`src/rtl/segx_pkg.sv`:
```
// Shared types for the segmented translator.
// Assumes 32-bit virtual addresses, 512-byte pages and 21-bit frame numbers.
package segx_pkg;
    localparam int VA_W  = 32;
    localparam int OFF_W = 9;
    localparam int VPN_W = VA_W - OFF_W - 2;
    localparam int PFN_W = 21;
    localparam int PA_W  = PFN_W + OFF_W;

    typedef enum logic [1:0] {
        RG_ASC = 2'd0,
        RG_DSC = 2'd1,
        RG_SYS = 2'd2,
        RG_RSV = 2'd3
    } region_t;

    typedef enum logic [2:0] {
        FLT_NONE     = 3'd0,
        FLT_LEN      = 3'd1,
        FLT_RSV      = 3'd2,
        FLT_SYS_INV  = 3'd3,
        FLT_PROC_INV = 3'd4,
        FLT_ACCESS   = 3'd5
    } fault_t;
endpackage

```
`src/rtl/segx_decode.sv`:
```
// Region decode, length checks and first-read address for a new request.
// Purely combinational. Assumes that the base and length inputs are stable.
module segx_decode
    import segx_pkg::*;
(
    input  logic [VA_W-1:0]  vaddr,
    input  logic [VA_W-1:0]  sys_base,
    input  logic [VPN_W-1:0] sys_len,
    input  logic [VA_W-1:0]  asc_base,
    input  logic [VPN_W-1:0] asc_len,
    input  logic [VA_W-1:0]  dsc_base,
    input  logic [VPN_W-1:0] dsc_len,
    output region_t          region,
    output logic [VPN_W-1:0] vpn,
    output logic             rsv_flt,
    output logic             len_flt,
    output logic [VA_W-1:0]  spte_addr,
    output logic [OFF_W-1:0] pva_off
);
    logic             nested;
    logic             reg_bad;
    logic             pva_bad;
    logic [VA_W-1:0]  pva;
    logic [VPN_W-1:0] sys_idx;

    assign region  = region_t'(vaddr[VA_W-1 -: 2]);
    assign vpn     = vaddr[VA_W-3 -: VPN_W];
    assign nested  = (region == RG_ASC) || (region == RG_DSC);
    assign rsv_flt = (region == RG_RSV);
    assign pva     = ((region == RG_DSC) ? dsc_base : asc_base) + {{(VA_W-VPN_W-2){1'b0}}, vpn, 2'b00};
    assign pva_off = pva[OFF_W-1:0];

    // Per-region length check; the descending region rejects low page numbers.
    always_comb begin
        case (region)
            RG_ASC:  reg_bad = (vpn >= asc_len);
            RG_DSC:  reg_bad = (vpn <  dsc_len);
            RG_SYS:  reg_bad = (vpn >= sys_len);
            default: reg_bad = 1'b0;
        endcase
    end

    // A process table entry must itself sit inside the mapped system region.
    assign pva_bad   = nested && ((pva[VA_W-1 -: 2] != RG_SYS) || (pva[VA_W-3 -: VPN_W] >= sys_len));
    assign len_flt   = reg_bad || pva_bad;
    assign sys_idx   = nested ? pva[VA_W-3 -: VPN_W] : vpn;
    assign spte_addr = sys_base + {{(VA_W-VPN_W-2){1'b0}}, sys_idx, 2'b00};
endmodule

```
`src/rtl/segx_tlb.sv`:
```
// Fully associative translation cache with round-robin fill.
// Assumes that fill and flush never come in the same cycle and that a fill is always a new tag.
module segx_tlb
    import segx_pkg::*;
#(
    parameter int ENTRIES = 8
) (
    input  logic             clk,
    input  logic             rst_n,
    input  region_t          lk_rg,
    input  logic [VPN_W-1:0] lk_vpn,
    output logic             hit,
    output logic [PFN_W-1:0] hit_pfn,
    output logic             hit_kern,
    output logic             hit_ro,
    input  logic             fill_en,
    input  region_t          fill_rg,
    input  logic [VPN_W-1:0] fill_vpn,
    input  logic [PFN_W-1:0] fill_pfn,
    input  logic             fill_kern,
    input  logic             fill_ro,
    input  logic             flush_proc
);
    localparam int PTR_W = (ENTRIES > 1) ? $clog2(ENTRIES) : 1;

    typedef struct packed {
        logic             v;
        region_t          rg;
        logic [VPN_W-1:0] vpn;
        logic [PFN_W-1:0] pfn;
        logic             kern;
        logic             ro;
    } ent_t;

    ent_t               ents [ENTRIES];
    logic [ENTRIES-1:0] match;
    logic [PTR_W-1:0]   ptr;

    generate
        for (genvar g = 0; g < ENTRIES; g++) begin : g_cmp
            assign match[g] = ents[g].v && (ents[g].rg == lk_rg) && (ents[g].vpn == lk_vpn);
        end
    endgenerate

    // OR-select the single matching entry.
    always_comb begin
        hit      = |match;
        hit_pfn  = '0;
        hit_kern = 1'b0;
        hit_ro   = 1'b0;
        for (int i = 0; i < ENTRIES; i++) begin
            if (match[i]) begin
                hit_pfn  = hit_pfn | ents[i].pfn;
                hit_kern = hit_kern | ents[i].kern;
                hit_ro   = hit_ro | ents[i].ro;
            end
        end
    end

    // Entry storage: process flush, round-robin fill.
    always_ff @(posedge clk) begin
        if (!rst_n) begin
            for (int i = 0; i < ENTRIES; i++) ents[i] <= '0;
            ptr <= '0;
        end else begin
            for (int i = 0; i < ENTRIES; i++) begin
                if (flush_proc && ents[i].rg != RG_SYS) ents[i].v <= 1'b0;
            end
            if (fill_en) begin
                ents[ptr] <= '{v: 1'b1, rg: fill_rg, vpn: fill_vpn, pfn: fill_pfn,
                               kern: fill_kern, ro: fill_ro};
                ptr <= (ptr == PTR_W'(ENTRIES - 1)) ? '0 : ptr + 1'b1;
            end
        end
    end
endmodule

```
`src/rtl/segx_xlate.sv`:
```
// Top of the translator: request handshake, table-walk sequencer and response register.
// Assumes that mem_ack only comes while mem_req is high, that bases and lengths are stable
// during a walk, and that ctx_switch is pulsed only while idle.
module segx_xlate
    import segx_pkg::*;
#(
    parameter int TLB_ENTRIES = 8
) (
    input  logic        clk,
    input  logic        rst_n,
    input  logic        req_valid,
    output logic        req_ready,
    input  logic [31:0] req_vaddr,
    input  logic        req_user,
    input  logic        req_write,
    input  logic        ctx_switch,
    input  logic [31:0] sys_base,
    input  logic [20:0] sys_len,
    input  logic [31:0] asc_base,
    input  logic [20:0] asc_len,
    input  logic [31:0] dsc_base,
    input  logic [20:0] dsc_len,
    output logic        mem_req,
    output logic [31:0] mem_addr,
    input  logic        mem_ack,
    input  logic [31:0] mem_rdata,
    output logic        rsp_valid,
    output logic [2:0]  rsp_fault,
    output logic [29:0] rsp_paddr
);
    typedef enum logic [1:0] {ST_IDLE, ST_SYSRD, ST_PROCRD, ST_RESP} st_t;

    st_t              st;
    region_t          rg_in, rg_q;
    logic [VPN_W-1:0] vpn_in, vpn_q;
    logic [OFF_W-1:0] off_q, pva_off_in, pva_off_q;
    logic             rsv_flt, len_flt, user_q, wr_q;
    logic [VA_W-1:0]  spte_addr, addr_q;
    fault_t           fault_q;
    logic [PA_W-1:0]  paddr_q;
    logic             hit, hit_kern, hit_ro, hit_bad;
    logic [PFN_W-1:0] hit_pfn;
    logic             pte_valid, pte_kern, pte_ro, prot_bad, accept, final_ok;
    logic [PFN_W-1:0] pte_pfn;
    logic [7:0]       unused_pte_bits;

    segx_decode u_decode (
        .vaddr(req_vaddr), .sys_base(sys_base), .sys_len(sys_len),
        .asc_base(asc_base), .asc_len(asc_len), .dsc_base(dsc_base), .dsc_len(dsc_len),
        .region(rg_in), .vpn(vpn_in), .rsv_flt(rsv_flt), .len_flt(len_flt),
        .spte_addr(spte_addr), .pva_off(pva_off_in)
    );

    assign pte_valid       = mem_rdata[31];
    assign pte_kern        = mem_rdata[30];
    assign pte_ro          = mem_rdata[29];
    assign unused_pte_bits = mem_rdata[28:21];
    assign pte_pfn         = mem_rdata[PFN_W-1:0];

    assign accept   = req_valid && (st == ST_IDLE);
    assign hit_bad  = (req_user && hit_kern) || (req_write && hit_ro);
    assign prot_bad = (user_q && pte_kern) || (wr_q && pte_ro);
    assign final_ok = mem_ack && pte_valid &&
                      (((st == ST_SYSRD) && (rg_q == RG_SYS)) || (st == ST_PROCRD));

    segx_tlb #(.ENTRIES(TLB_ENTRIES)) u_tlb (
        .clk(clk), .rst_n(rst_n), .lk_rg(rg_in), .lk_vpn(vpn_in),
        .hit(hit), .hit_pfn(hit_pfn), .hit_kern(hit_kern), .hit_ro(hit_ro),
        .fill_en(final_ok), .fill_rg(rg_q), .fill_vpn(vpn_q), .fill_pfn(pte_pfn),
        .fill_kern(pte_kern), .fill_ro(pte_ro), .flush_proc(ctx_switch)
    );

    // Walk sequencer: decode/hit on accept, then one or two table reads.
    always_ff @(posedge clk) begin
        if (!rst_n) begin
            st        <= ST_IDLE;
            rg_q      <= RG_ASC;
            vpn_q     <= '0;
            off_q     <= '0;
            pva_off_q <= '0;
            user_q    <= 1'b0;
            wr_q      <= 1'b0;
            addr_q    <= '0;
            fault_q   <= FLT_NONE;
            paddr_q   <= '0;
        end else begin
            case (st)
                ST_IDLE: if (accept) begin
                    rg_q      <= rg_in;
                    vpn_q     <= vpn_in;
                    off_q     <= req_vaddr[OFF_W-1:0];
                    pva_off_q <= pva_off_in;
                    user_q    <= req_user;
                    wr_q      <= req_write;
                    addr_q    <= spte_addr;
                    paddr_q   <= '0;
                    if (rsv_flt) begin
                        fault_q <= FLT_RSV;
                        st      <= ST_RESP;
                    end else if (len_flt) begin
                        fault_q <= FLT_LEN;
                        st      <= ST_RESP;
                    end else if (hit) begin
                        fault_q <= hit_bad ? FLT_ACCESS : FLT_NONE;
                        paddr_q <= hit_bad ? '0 : {hit_pfn, req_vaddr[OFF_W-1:0]};
                        st      <= ST_RESP;
                    end else begin
                        st <= ST_SYSRD;
                    end
                end
                ST_SYSRD: if (mem_ack) begin
                    if (!pte_valid) begin
                        fault_q <= FLT_SYS_INV;
                        st      <= ST_RESP;
                    end else if (rg_q == RG_SYS) begin
                        fault_q <= prot_bad ? FLT_ACCESS : FLT_NONE;
                        paddr_q <= prot_bad ? '0 : {pte_pfn, off_q};
                        st      <= ST_RESP;
                    end else begin
                        addr_q <= {2'b00, pte_pfn, pva_off_q};
                        st     <= ST_PROCRD;
                    end
                end
                ST_PROCRD: if (mem_ack) begin
                    if (!pte_valid) begin
                        fault_q <= FLT_PROC_INV;
                    end else begin
                        fault_q <= prot_bad ? FLT_ACCESS : FLT_NONE;
                        paddr_q <= prot_bad ? '0 : {pte_pfn, off_q};
                    end
                    st <= ST_RESP;
                end
                default: st <= ST_IDLE;
            endcase
        end
    end

    assign req_ready = (st == ST_IDLE);
    assign mem_req   = (st == ST_SYSRD) || (st == ST_PROCRD);
    assign mem_addr  = addr_q;
    assign rsp_valid = (st == ST_RESP);
    assign rsp_fault = fault_q;
    assign rsp_paddr = paddr_q;
endmodule

```
`config.mk`:
```
export PLATFORM = sky130hd
export DESIGN_NAME = segx_xlate
export DESIGN_NICKNAME = d
export VERILOG_FILES = /design/src/rtl/segx_pkg.sv /design/src/rtl/segx_decode.sv /design/src/rtl/segx_tlb.sv /design/src/rtl/segx_xlate.sv
export SDC_FILE = /design/constraint.sdc
export NUM_CORES = 1
export LEC_CHECK = 0
export ABC_AREA = 1
export ABC_CLOCK_PERIOD_IN_PS = 5140
export BUFFER_PORTS_ARGS = -buffer_cell sky130_fd_sc_hd__buf_2
export CORE_MARGIN = 2
export CORE_UTILIZATION = 50
export CTS_BUF_LIST = sky130_fd_sc_hd__clkbuf_16
export DETAILED_ROUTE_END_ITERATION = 8
export HOLD_SLACK_MARGIN = 0.06
export MAX_ROUTING_LAYER = met4
export PLACE_DENSITY = 0.73
export SLEW_MARGIN = 10
export SYNTH_ARGS = -nofsm -noshare
export SYNTH_HDL_FRONTEND = slang
export SYNTH_SLANG_ARGS = --single-unit
```
`constraint.sdc`:
```
create_clock -name clk -period 5.14 [get_ports clk]
set_input_delay 0.771 -clock clk [delete_from_list [all_inputs] [get_ports clk]]
set_output_delay 0.771 -clock clk [all_outputs]
set_load 0.05 [all_outputs]
```
# Word level (Yosys, flattened, before mapping)
# Memory sizes are Yosys's and may differ from the RTL's.
# Index checks and enable logic that the tools add are counted.
[classes]
n_eq_ne = 42
bitwise_logic = 29
mux = 102
add_sub_neg = 3
reduce_logical = 50
n_lt_le_gt_ge = 4
[ops]
columns = ["op", "count"]
rows = [
  ["30-bit 2-to-1 mux", 11],
  ["21-bit 2-to-1 mux", 9],
  ["21-bit == test", 8],
  ["32-bit 2-to-1 mux", 5],
  ["21-bit bitwise OR", 7],
  ["30-bit case mux with 3 select lines", 1],
  ["32-bit by 23-bit adder with 32-bit output", 2],
  ["32-bit case mux with 2 select lines", 1],
  ["21-bit >= comparator", 3],
  ["1-bit 2-to-1 mux", 54],
  ["3-bit 2-to-1 mux", 12],
  ["1-bit logical AND", 33],
  ["2-bit != test (second input constant)", 15],
  ["1-bit bitwise OR", 22],
  ["21-bit < comparator", 1],
  ["2-bit == test", 8],
  ["2-bit 2-to-1 mux", 6],
  ["2-bit == test (second input constant)", 5],
  ["3-bit case mux with 3 select lines", 1],
  ["8-bit OR reduction", 1],
  ["1-bit logical OR", 7],
  ["7-bit AND reduction", 1],
  ["2-bit case mux with 3 select lines", 1],
  ["6-bit AND reduction", 1],
  ["other kinds (13)", 15],
]
[totals]
n_memories = 1
out_inout_bits = 68
regBits = 113
wordCells = 242
inputBits = 230
ramBits = 376
[memory_table]
columns = ["memory", "words", "word_bits", "rd", "rd_clocked_by_memory_dff", "write_ports", "line", "rtl"]
rows = [
  ["u_tlb.ents", 8, 47, 8, 0, 9, "segx_tlb.sv:35", "ent_t ents [ENTRIES];"],
]

# Depth between registers and ports, before layout
# Gate-level depths: netlist (run 1).
# An unclocked memory read counts as a cell.
[logic_depth]
word_depth = 27
mapped_depth = 36
ltp_nobuf = 34

# Hierarchy
# From an unflattened synthesis (run 1), not the netlist that was laid out.
[hier_totals]
cells_unflattened = 3983
area_unflattened_um2 = 30382.9
[by_module_without_submodules]
columns = ["module", "seq_area_each_um2", "n_inst", "cells_each", "area_each_um2"]
rows = [
  ["segx_tlb", 11270.8, 1, 2070, 18786.8],
  ["segx_decode", 0.0, 1, 1079, 6108.4],
  ["segx_xlate", 2202.1, 1, 834, 5487.8],
]

# Worst setup path after synthesis (run 1)
# OpenSTA, ideal clock, no wires.
[synth_timing]
path_type = "input -> register"
from = "in req_vaddr[30]"
to = "reg addr_q[29] (netlist: mem_addr[29])"
t_required_ns = 5.008
n_path_buf = 3
t_arrival_ns = 5.123
setup_slack_ns = -0.115
stages = 32
path_cell_list = "buf_6 nand2_4 buf_6 clkbuf_1 nand2_1 nand2_1 ha_1 inv_1 fa_1 inv_1 nand2_1 o21ai_0 nand2_1 nand3_1 a21oi_1 nor2_1 nor2_1 o211ai_1 nand2_1 xor2_1 nand2_1 o21ai_0 ha_1 nand2_1 nor4_1 nand3b_1 nand3_1 and3_1 nand2_1 xnor2_1 o21ai_0 a21oi_1"
[synth_between]
elab_chain_cells = 7
elab_cells_between_ends = 9
[synth_lines]
columns = ["item", "line", "rtl"]
rows = [
  ["from (decl)", "segx_xlate.sv:13", "input logic [31:0] req_vaddr,"],
  ["2-bit by 1-bit == test with 1-bit output", "segx_decode.sv:28, segx_decode.sv:30", ""],
  ["32-bit 2-to-1 mux", "segx_decode.sv:30", "assign pva = ((region == RG_DSC) ? dsc_base : asc_base) + {{(VA_W-VPN_W-2){1'b0}}, vpn, 2'b00};"],
  ["32-bit by 23-bit adder with 32-bit output", "segx_decode.sv:30", ""],
  ["21-bit 2-to-1 mux (*)", "segx_decode.sv:46", "assign sys_idx = nested ? pva[VA_W-3 -: VPN_W] : vpn;"],
  ["32-bit by 23-bit adder with 32-bit output (*)", "segx_decode.sv:47", "assign spte_addr = sys_base + {{(VA_W-VPN_W-2){1'b0}}, sys_idx, 2'b00};"],
  ["32-bit 2-to-1 mux (*)", "segx_xlate.sv:88", "ST_IDLE: if (accept) begin"],
  ["32-bit case mux with 2 select lines (*)", "segx_xlate.sv:87", "case (st)"],
  ["to (signal assigned)", "segx_xlate.sv:95", "addr_q <= spte_addr;"],
  ["to (signal assigned)", "segx_xlate.sv:120", "addr_q <= {2'b00, pte_pfn, pva_off_q};"],
  ["to (decl)", "segx_xlate.sv:38", "logic [VA_W-1:0] spte_addr, addr_q;"],
]
# Every way passes the cells marked *; elsewhere a longest branch is shown, timed or not. The select of a mux whose other input is x is not followed.
# A chain may end at the register's enable or synchronous reset.

# Final worst setup path (run 1)
[layout_timing]
from = "in req_vaddr[31]"
to = "reg addr_q[29] (netlist: mem_addr[29])"
# The elaborated chain is that of the path after synthesis.

==> summary.txt, run 1 <==
Setup path
  • CP startpoint kind: primary input
  • CP max FO: 26
  • Setup CP Type: in2reg
  • CP most frequent cell: nand2_1
  • Critical R2R Launch: st[0]
  • Crit path max-delay cell type: ha_1
  • Worst EP required: 5590 ps
  • CP Capture Type: register
  • Length in cells of the worst reg-to-reg path: 10
  • Critical path's largest stage delay: between 400 and 500 ps
  • Worst EP arrival: roughly 5200 ps
  • R2R setup slack: roughly 1500 ps
  • RR Endpoint: u_tlb.ents[4][42]

Synthesis
  • FFs w/ async S/R, synth: 0
  • YS warnings: 0
  • Mapped cell area: 0.0276 sq mm
  • Yosys reg bits: 489
  • Area fraction of the dominant cell type after synthesis: 0.400
  • Cells after Synth: around 3.4k
  • Most used flip-flop cell after synthesis: edfxtp_1
  • Number of distinct library cells after synthesis: 45
  • Largest area contributor in the netlist: edfxtp_1
  • Syn nets: about 3.8k
  • Largest cells by area after synthesis: edfxtp_1 40%, nor2_1 8.9%, dfxtp_1 8.8%, nand2_1 8.5%, ha_1 5.9%
  • Syn avg cell area: 8.12 sq um
  • EDFF count, synth: 368
  • Post-synthesis sequential area ratio: 0.488

Routing
  • Number of DRC markers in iteration 0: about 2.8k
  • Iteration count of the initial detailed-routing pass: 6
  • WL/cell: roughly 21 um
  • Routed Antenna Nets: 0
  • Drc violations: 0
  • Via Count: 25.2k
  • Routed WL: about 95 mm
  • Via density: 5.53
  • Met3 Wirelength: slightly below 10 mm
  • Highest routed layer: met4
  • Met2 WL post-DR: approximately 43 mm
  • WL met1: 37.6 mm

Cells and area
  • # fillers: 4,866
  • Fraction of layout cells with a size suffix above 1: 0.171
  • Register area: 0.0135 sq mm
  • Area taken by multi-input logic gates: 0.0119 sq mm
  • Net count, final: around 4.2k
  • Area Growth Syn to Fin: 17.7%
  • Final Non-Filler Cells: 4,553

Placed design
  • Placement Setup Slack: -204 ps
  • GP Congestion: slightly above 1
  • Placed cells: approximately 4.5k
  • PortBufs: between 200 and 300
  • Post-DP HPWL: around 66 mm

Floorplanning
  • Die Height: 239 um
  • Die X: approximately 240 um
  • I/O pin cnt: between 200 and 300
  • Core Area: about 0.055 sq mm
  • Starting Density: 0.503
  • Die area: between 0.05 and 0.06 sq mm
  • Rows: 86

Clocking
  • Clk Latency, worst-skew pair: around 620 ps
  • CTS Buffer Depth: 3
  • Clock Sinks: between 400 and 500
  • TritonCTS buffer count: 49
  • Clock root buffer: clkbuf_16
  • # Post-CTS Setup Buffers: 0
  • Htree depth: 2
  • Reg clk slew, reported paths: around 60 ps
  • Hold_buf cts: 0
  • Post-CTS resize count: 0
  • CTS tree: built

Hold path
  • Hold Path Class: in2reg
  • Worst hold path startpoint: req_vaddr[2]
  • WHS Path Cells: 3
  • Hold EP: rsp_paddr[2]

Timing
  • Headroom to the max-slew limit: 0.274
  • RSZ-0062 raised after global routing: false
  • Final worst-path setup slack: 388 ps
  • Fmax: 210 MHz
  • Crit path time final: around 4800 ps
  • Final hold vios: 0
  • Slew Limit Fails: 0
  • Tcrit/Tclk final: 0.924
  • Setup Skew: between 40 and 50 ps
  • Worst slew pin tran: approximately 1100 ps
  • Final setup fails: 0
  • Post-Route Setup TNS: 0 ps

Power and ir drop
  • Max IR drop VDD: 0.292 mV
  • Leakage dissipation: 14.8 nW
  • Cell Pwr Density: ~380 mW/mm^2

Global routing
  • GR Overflow Total: 0
  • Global Route Usage Sum: 0.334
  • Initial antenna violation count: 8
  • Largest net degree at the start of global routing: 86
  • Vias in the first global route: 23.4k
  • Global-route wire length before repair: ~140 mm

Job
  • Max Cap Viol: 0

Status
  • Status: finished clean
-- final cells by class --
type,count,share of cell area
antenna,9,0.000693
clock buffer,50,0.0385
clock inverter,42,0.0104
inverter,457,0.0528
multi-input combinational,2318,0.366
sequential,489,0.414
tap,704,0.0271
timing repair buffer,484,0.0904
-- cell usage after synthesis, types with 2 or more instances --
cell type	n
nor2_1	654
nand2_1	629
inv_1	405
edfxtp_1	368
o21ai_0	268
a21oi_1	198
ha_1	131
dfxtp_1	121
clkbuf_1	96
o22ai_1	92
xor2_1	62
nand3_1	60
nand4_1	45
clkinv_1	43
nand2_2	35
a21oi_2	30
xnor2_1	26
buf_2	24
buf_1	13
o211ai_1	11
o21ai_1	10
a31oi_1	9
inv_2	9
nor3_1	9
o21bai_1	9
a21o_1	7
buf_6	6
nand3b_1	4
or2_2	4
nor2_2	3
o21a_1	3
a21boi_0	2
a31o_2	2
fa_1	2
nor4_1	2
o31ai_1	2
-- per-stage QoR --
| step | utilization | hold WS, ps | power (mW) | area [sq um] |
|---|---|---|---|---|
| 4_1_cts | 0.592 | 392 | 12.4 | 32500 |
| 2_1_floorplan | - | 430 | 7.42 | 27600 |
| 3_3_place_gp | 0.563 | 441 | 8.82 | 30900 |
| 5_1_grt | 0.592 | 415 | 12.9 | 32500 |
| 6_report | 0.592 | 415 | 12.4 | 32500 |
| 3_5_place_dp | 0.563 | 450 | 8.86 | 30900 |
-- worst max-delay path by stage --
stage          slack, ps          start  cells past startpoint           end
6_report             390  req_vaddr[31]                     31  mem_addr[29]
5_1_grt              0.5  req_vaddr[30]                     33  mem_addr[25]
4_1_cts              420  req_vaddr[30]                     32  mem_addr[28]
3_5_place_dp        -200  req_vaddr[30]                     31  mem_addr[29]
3_3_place_gp        -160  req_vaddr[30]                     32  mem_addr[28]
2_1_floorplan         80  req_vaddr[30]                     32  mem_addr[29]
-- power by group --
group	switching [mW]	internal, mW	total, mW
combinational	2.86	1.17	4.03
clock	1.59	1.98	3.56
sequential	0.192	4.64	4.84
total	4.64	7.79	12.4
-- kinds of logic after synthesis --
group           share of synthesized area
compound gates                      0.129
simple gates                        0.211
buf+inv                            0.0837
fa+ha+maj                          0.0608
flops                               0.488
xor+xnor                           0.0279
-- worst max-delay path: cells and delay by family --
family	cells	cell delay, ps
AOI/OAI and AO/OA	10	1620
xor gates and xnor gates	2	320
adders and majority gates	2	750
buffers and inverters	5	580
and+or+nand+nor	12	1120
-- sequential cells by signal, summed over array words and instances, names as in the netlist --
name,cells
rsp_paddr,30
off_q,9
vpn_q,21
pva_off_q,9
u_tlb.ents,376
rsp_fault,3
rg_q,2
st,2
mem_addr,32
user_q,1
u_tlb.ptr,3
wr_q,1
-- layer usage --
layer  vias up  GRT usage
li1      12000          -
met1     11700      0.425
met2      1317      0.518
met3       240     0.0569
met4         0      0.161
met5         -          -
-- cell usage in the layout (no fill, tap or decap), types with 59 or more instances in the layout --
cell / netlist / final
o21ai_0: 268 / 266
a21oi_1: 198 / 198
nand2_1: 629 / 612
inv_1: 405 / 414
o22ai_1: 92 / 92
edfxtp_1: 368 / 368
ha_1: 131 / 131
clkinv_1: 43 / 59
nand3_1: 60 / 60
xor2_1: 62 / 62
buf_4: 0 / 194
buf_2: 24 / 288
nor2_1: 654 / 652
dfxtp_1: 121 / 121
(Power assumes the default switching activity.)
==> inputs of run 2 (changes only) <==
ABC_CLOCK_PERIOD_IN_PS = 5300   (was 5140)
CORE_MARGIN = default   (was 2)
CORE_UTILIZATION = 60   (was 50)
PLACE_DENSITY = 0.82   (was 0.73)
clock period = 5.3 ns   (was 5.14 ns; I/O delays follow)
==> run 2 against run 1 <==
Compared with the run above: count of clock-buffer cells in the layout stayed put; critical path depth is 1 higher; clock power is 7.0% lower; sequential power is 3% lower; largest cell class unchanged.
==> summary.txt, run 2 (same netlist as run 1, synthesis figures left out) <==
Power and ir drop
  • Max IR drop VDD: 0.335 mV (was 0.292 mV)
  • Internal power: 7.39 mW (was 7.79 mW)
  • PnR Total Power: 11.8 mW (was 12.4 mW)
  • Cell Pwr Density: 370 mW/mm^2 (was 382 mW/mm^2)
  • Comb pwr share: 0.322 (was 0.324)
  • Leakage dissipation: 14.6 nW (was 14.8 nW)
  • Share of power burned in registers: 0.398 (was 0.389)
  • Clock Power Share: 0.280 (was 0.287)
  • P_sw: 4.43 mW (was 4.64 mW)
  • Sw Ratio: 0.375 (was 0.373)

Setup path
  • Crit path max-delay cell type: ha_1 (unchanged)
  • CP max FO: 4 (was 26)
  • R2R setup slack: 1260 ps (was 1520 ps)
  • Worst EP required: 5750 ps (was 5590 ps)
  • CP most frequent cell: nand2_1 (unchanged)
  • CP Capture Type: register (unchanged)
  • Setup CP Type: in2reg (unchanged)
  • Critical R2R Launch: rg_q[1] (was st[0])
  • WP depth: 32 (was 31)
  • Length in cells of the worst reg-to-reg path: 10 (unchanged)
  • Critical path origin: req_vaddr[30] (was req_vaddr[31])
  • CP startpoint kind: primary input (unchanged)
  • Critical path's largest stage delay: 420 ps (was 410 ps)
  • Worst EP arrival: 5320 ps (was 5200 ps)
  • CP delay by family, top: simple AND/OR/NAND/NOR gates (was compound AO/OA/AOI/OAI gates)
  • RR Endpoint: u_tlb.ents[6][2] (was u_tlb.ents[4][42])
  • Buffers & Inverters on Critical Path: 6 (was 5)
  • Worst Setup EP: mem_addr[29] (unchanged)

Clocking
  • Hold_buf cts: 0 (unchanged)
  • CTS tree: built (unchanged)
  • Clock Sinks: 489 (unchanged)
  • Clk Latency, worst-skew pair: 620 ps (about the same)
  • TritonCTS buffer count: 50 (was 49)
  • Htree depth: 2 (unchanged)
  • Clock root buffer: clkbuf_16 (unchanged)
  • Reg clk slew, reported paths: 60 ps (about the same)
  • CTS Buffer Depth: 3 (unchanged)

Routing
  • WL/cell: 21.1 um (was 20.8 um)
  • Via density: 5.86 (was 5.53)
  • Routed Antenna Nets: 0 (unchanged)
  • Iteration count of the initial detailed-routing pass: 6 (unchanged)
  • Drc violations: 0 (unchanged)
  • Routed WL: 92.9 mm (was 94.7 mm)
  • Number of DRC markers in iteration 0: 3,545 (was 2,801)
  • Via Count: 25.8k (was 25.2k)

Placed design
  • PortBufs: 289 (unchanged)
  • GP Congestion: 0.999 (was 1.01)
  • Post-DP HPWL: 64.3 mm (was 66.4 mm)

Cells and area
  • Area Growth Syn to Fin: 15.7% (was 17.7%)
  • Max FFs per register: 376 (unchanged)
  • Commonest non-fill, non-tap cell in the layout: nor2_1 (unchanged)
  • Most flops, register: u_tlb.ents (unchanged)
  • # fillers: 3,527 (was 4,866)
  • Fraction of layout cells with a size suffix above 1: 0.160 (was 0.171)
  • Fin util: 0.704 (was 0.592)
  • Net count, final: 4,118 (was 4,162)
  • Most frequent cells in the layout: 652 x nor2_1, 612 x nand2_1, 420 x inv_1, 368 x edfxtp_1, 288 x buf_2 (was 652 x nor2_1, 612 x nand2_1, 414 x inv_1, 368 x edfxtp_1, 288 x buf_2)

Floorplanning
  • Die area: 0.0469 sq mm (was 0.0571 sq mm)
  • Rows: 78 (was 86)
  • Die Height: 217 um (was 239 um)
  • Die X: 217 um (was 239 um)
  • I/O pin cnt: 298 (unchanged)
  • Starting Density: 0.609 (was 0.503)
  • Core Area: 0.0454 sq mm (was 0.0549 sq mm)

Timing
  • Crit path time final: 4870 ps
  • Slew Limit Fails: 0 (unchanged)
  • Fmax: 205 MHz
  • Setup Skew: 43.9 ps (was 40.0 ps)
  • Tcrit/Tclk final: 0.918
  • Final setup fails: 0 (unchanged)
  • Worst slew pin tran: 961 ps (was 1090 ps)
  • Final hold vios: 0 (unchanged)
  • RSZ-0062 raised after global routing: false (unchanged)
  • Headroom to the max-slew limit: 0.359 (was 0.274)

Global routing
  • GR Overflow Total: 0 (unchanged)
  • GR Layer Usage met2: 0.625 (was 0.518)
  • Vias in the first global route: 24.1k (was 23.4k)
  • Initial antenna violation count: 4 (was 8)
  • Global-route wire length before repair: 138 mm (about the same)
  • Routing usage on met3: 0.0768 (was 0.0569)
  • Global Route Usage Sum: 0.404 (was 0.334)
  • Largest net degree at the start of global routing: 74 (was 86)
  • GR Util met1: 0.512 (was 0.425)
  • GR peak layer: met2 (unchanged)

Job
  • Max Cap Viol: 0 (unchanged)

Hold path
  • WHS Path Cells: 3 (unchanged)
  • Hold Path Class: in2reg (unchanged)

Status
  • Status: finished clean (unchanged)
==> run 2: layout make-up <==
| class | instances | area [sq um] | area share |
|---|---|---|---|
| sequential | 489 | 13500 | 0.422 |
| multi-input combinational | 2318 | 11900 | 0.372 |
| timing repair buffer | 439 | 2600 | 0.0814 |
| inverter | 457 | 1720 | 0.0537 |
| clock buffer | 50 | 1250 | 0.0392 |
| tap | 600 | 751 | 0.0235 |
| clock inverter | 42 | 262 | 0.00818 |
| antenna | 5 | 12.5 | 0.000392 |
==> run 2: per-layer routing <==
metal  wire [um]  up-vias
met5           0        -
met4        4850        0
met3       12000      310
met2       41900     1760
met1       34200    11800
li1            -    11900
==> run 2: what timing repair did <==
action                                  4_1_cts  5_1_grt
buffers inserted                              0        0
endpoints found under the setup margin        0        2
gates resized for setup                       0        1
==> run 2: worst register-to-register path, delay by kind of cell, from the launching register on <==
family	cells	cell delay, ps
flip-flops	1	340
buffers and inverters	4	1240
AO/OA/AOI/OAI	1	380
AND/OR/NAND/NOR	5	1760
==> run 2: per-stage QoR <==
step,hold WS [ps],cell area (sq um),TNS (ps),worst slack (ps),instances
after floorplan,430,27600,0,20.6,3403
after global routing,444,31900,0,41.2,4400
after CTS,442,31900,0,439,4395
after detailed placement,453,30400,-555,-144,4303
final,457,31900,0,432,4400
after global placement,441,30400,-102,-56.3,4303
==> run 2: power groups by stage <==
stage | logic, mW | clock network [mW] | registers, mW
finish | 3.80 | 3.31 | 4.70
detailed placement | 3.71 | 0 | 4.76
global placement | 3.66 | 0 | 4.75
CTS | 3.73 | 3.30 | 4.69
floorplan | 1.86 | 0 | 5.34
global route | 4.08 | 3.46 | 4.73
==> run 2: how the worst min path moves through the flow <==
stage                  from            to  slack [ps]
5_1_grt        req_vaddr[5]  rsp_paddr[5]         440
2_1_floorplan          wr_q          wr_q         430
6_report       req_vaddr[5]  rsp_paddr[5]         460
3_5_place_dp   mem_addr[30]  mem_addr[30]         450
4_1_cts        req_vaddr[6]  rsp_paddr[6]         440
3_3_place_gp         user_q        user_q         440
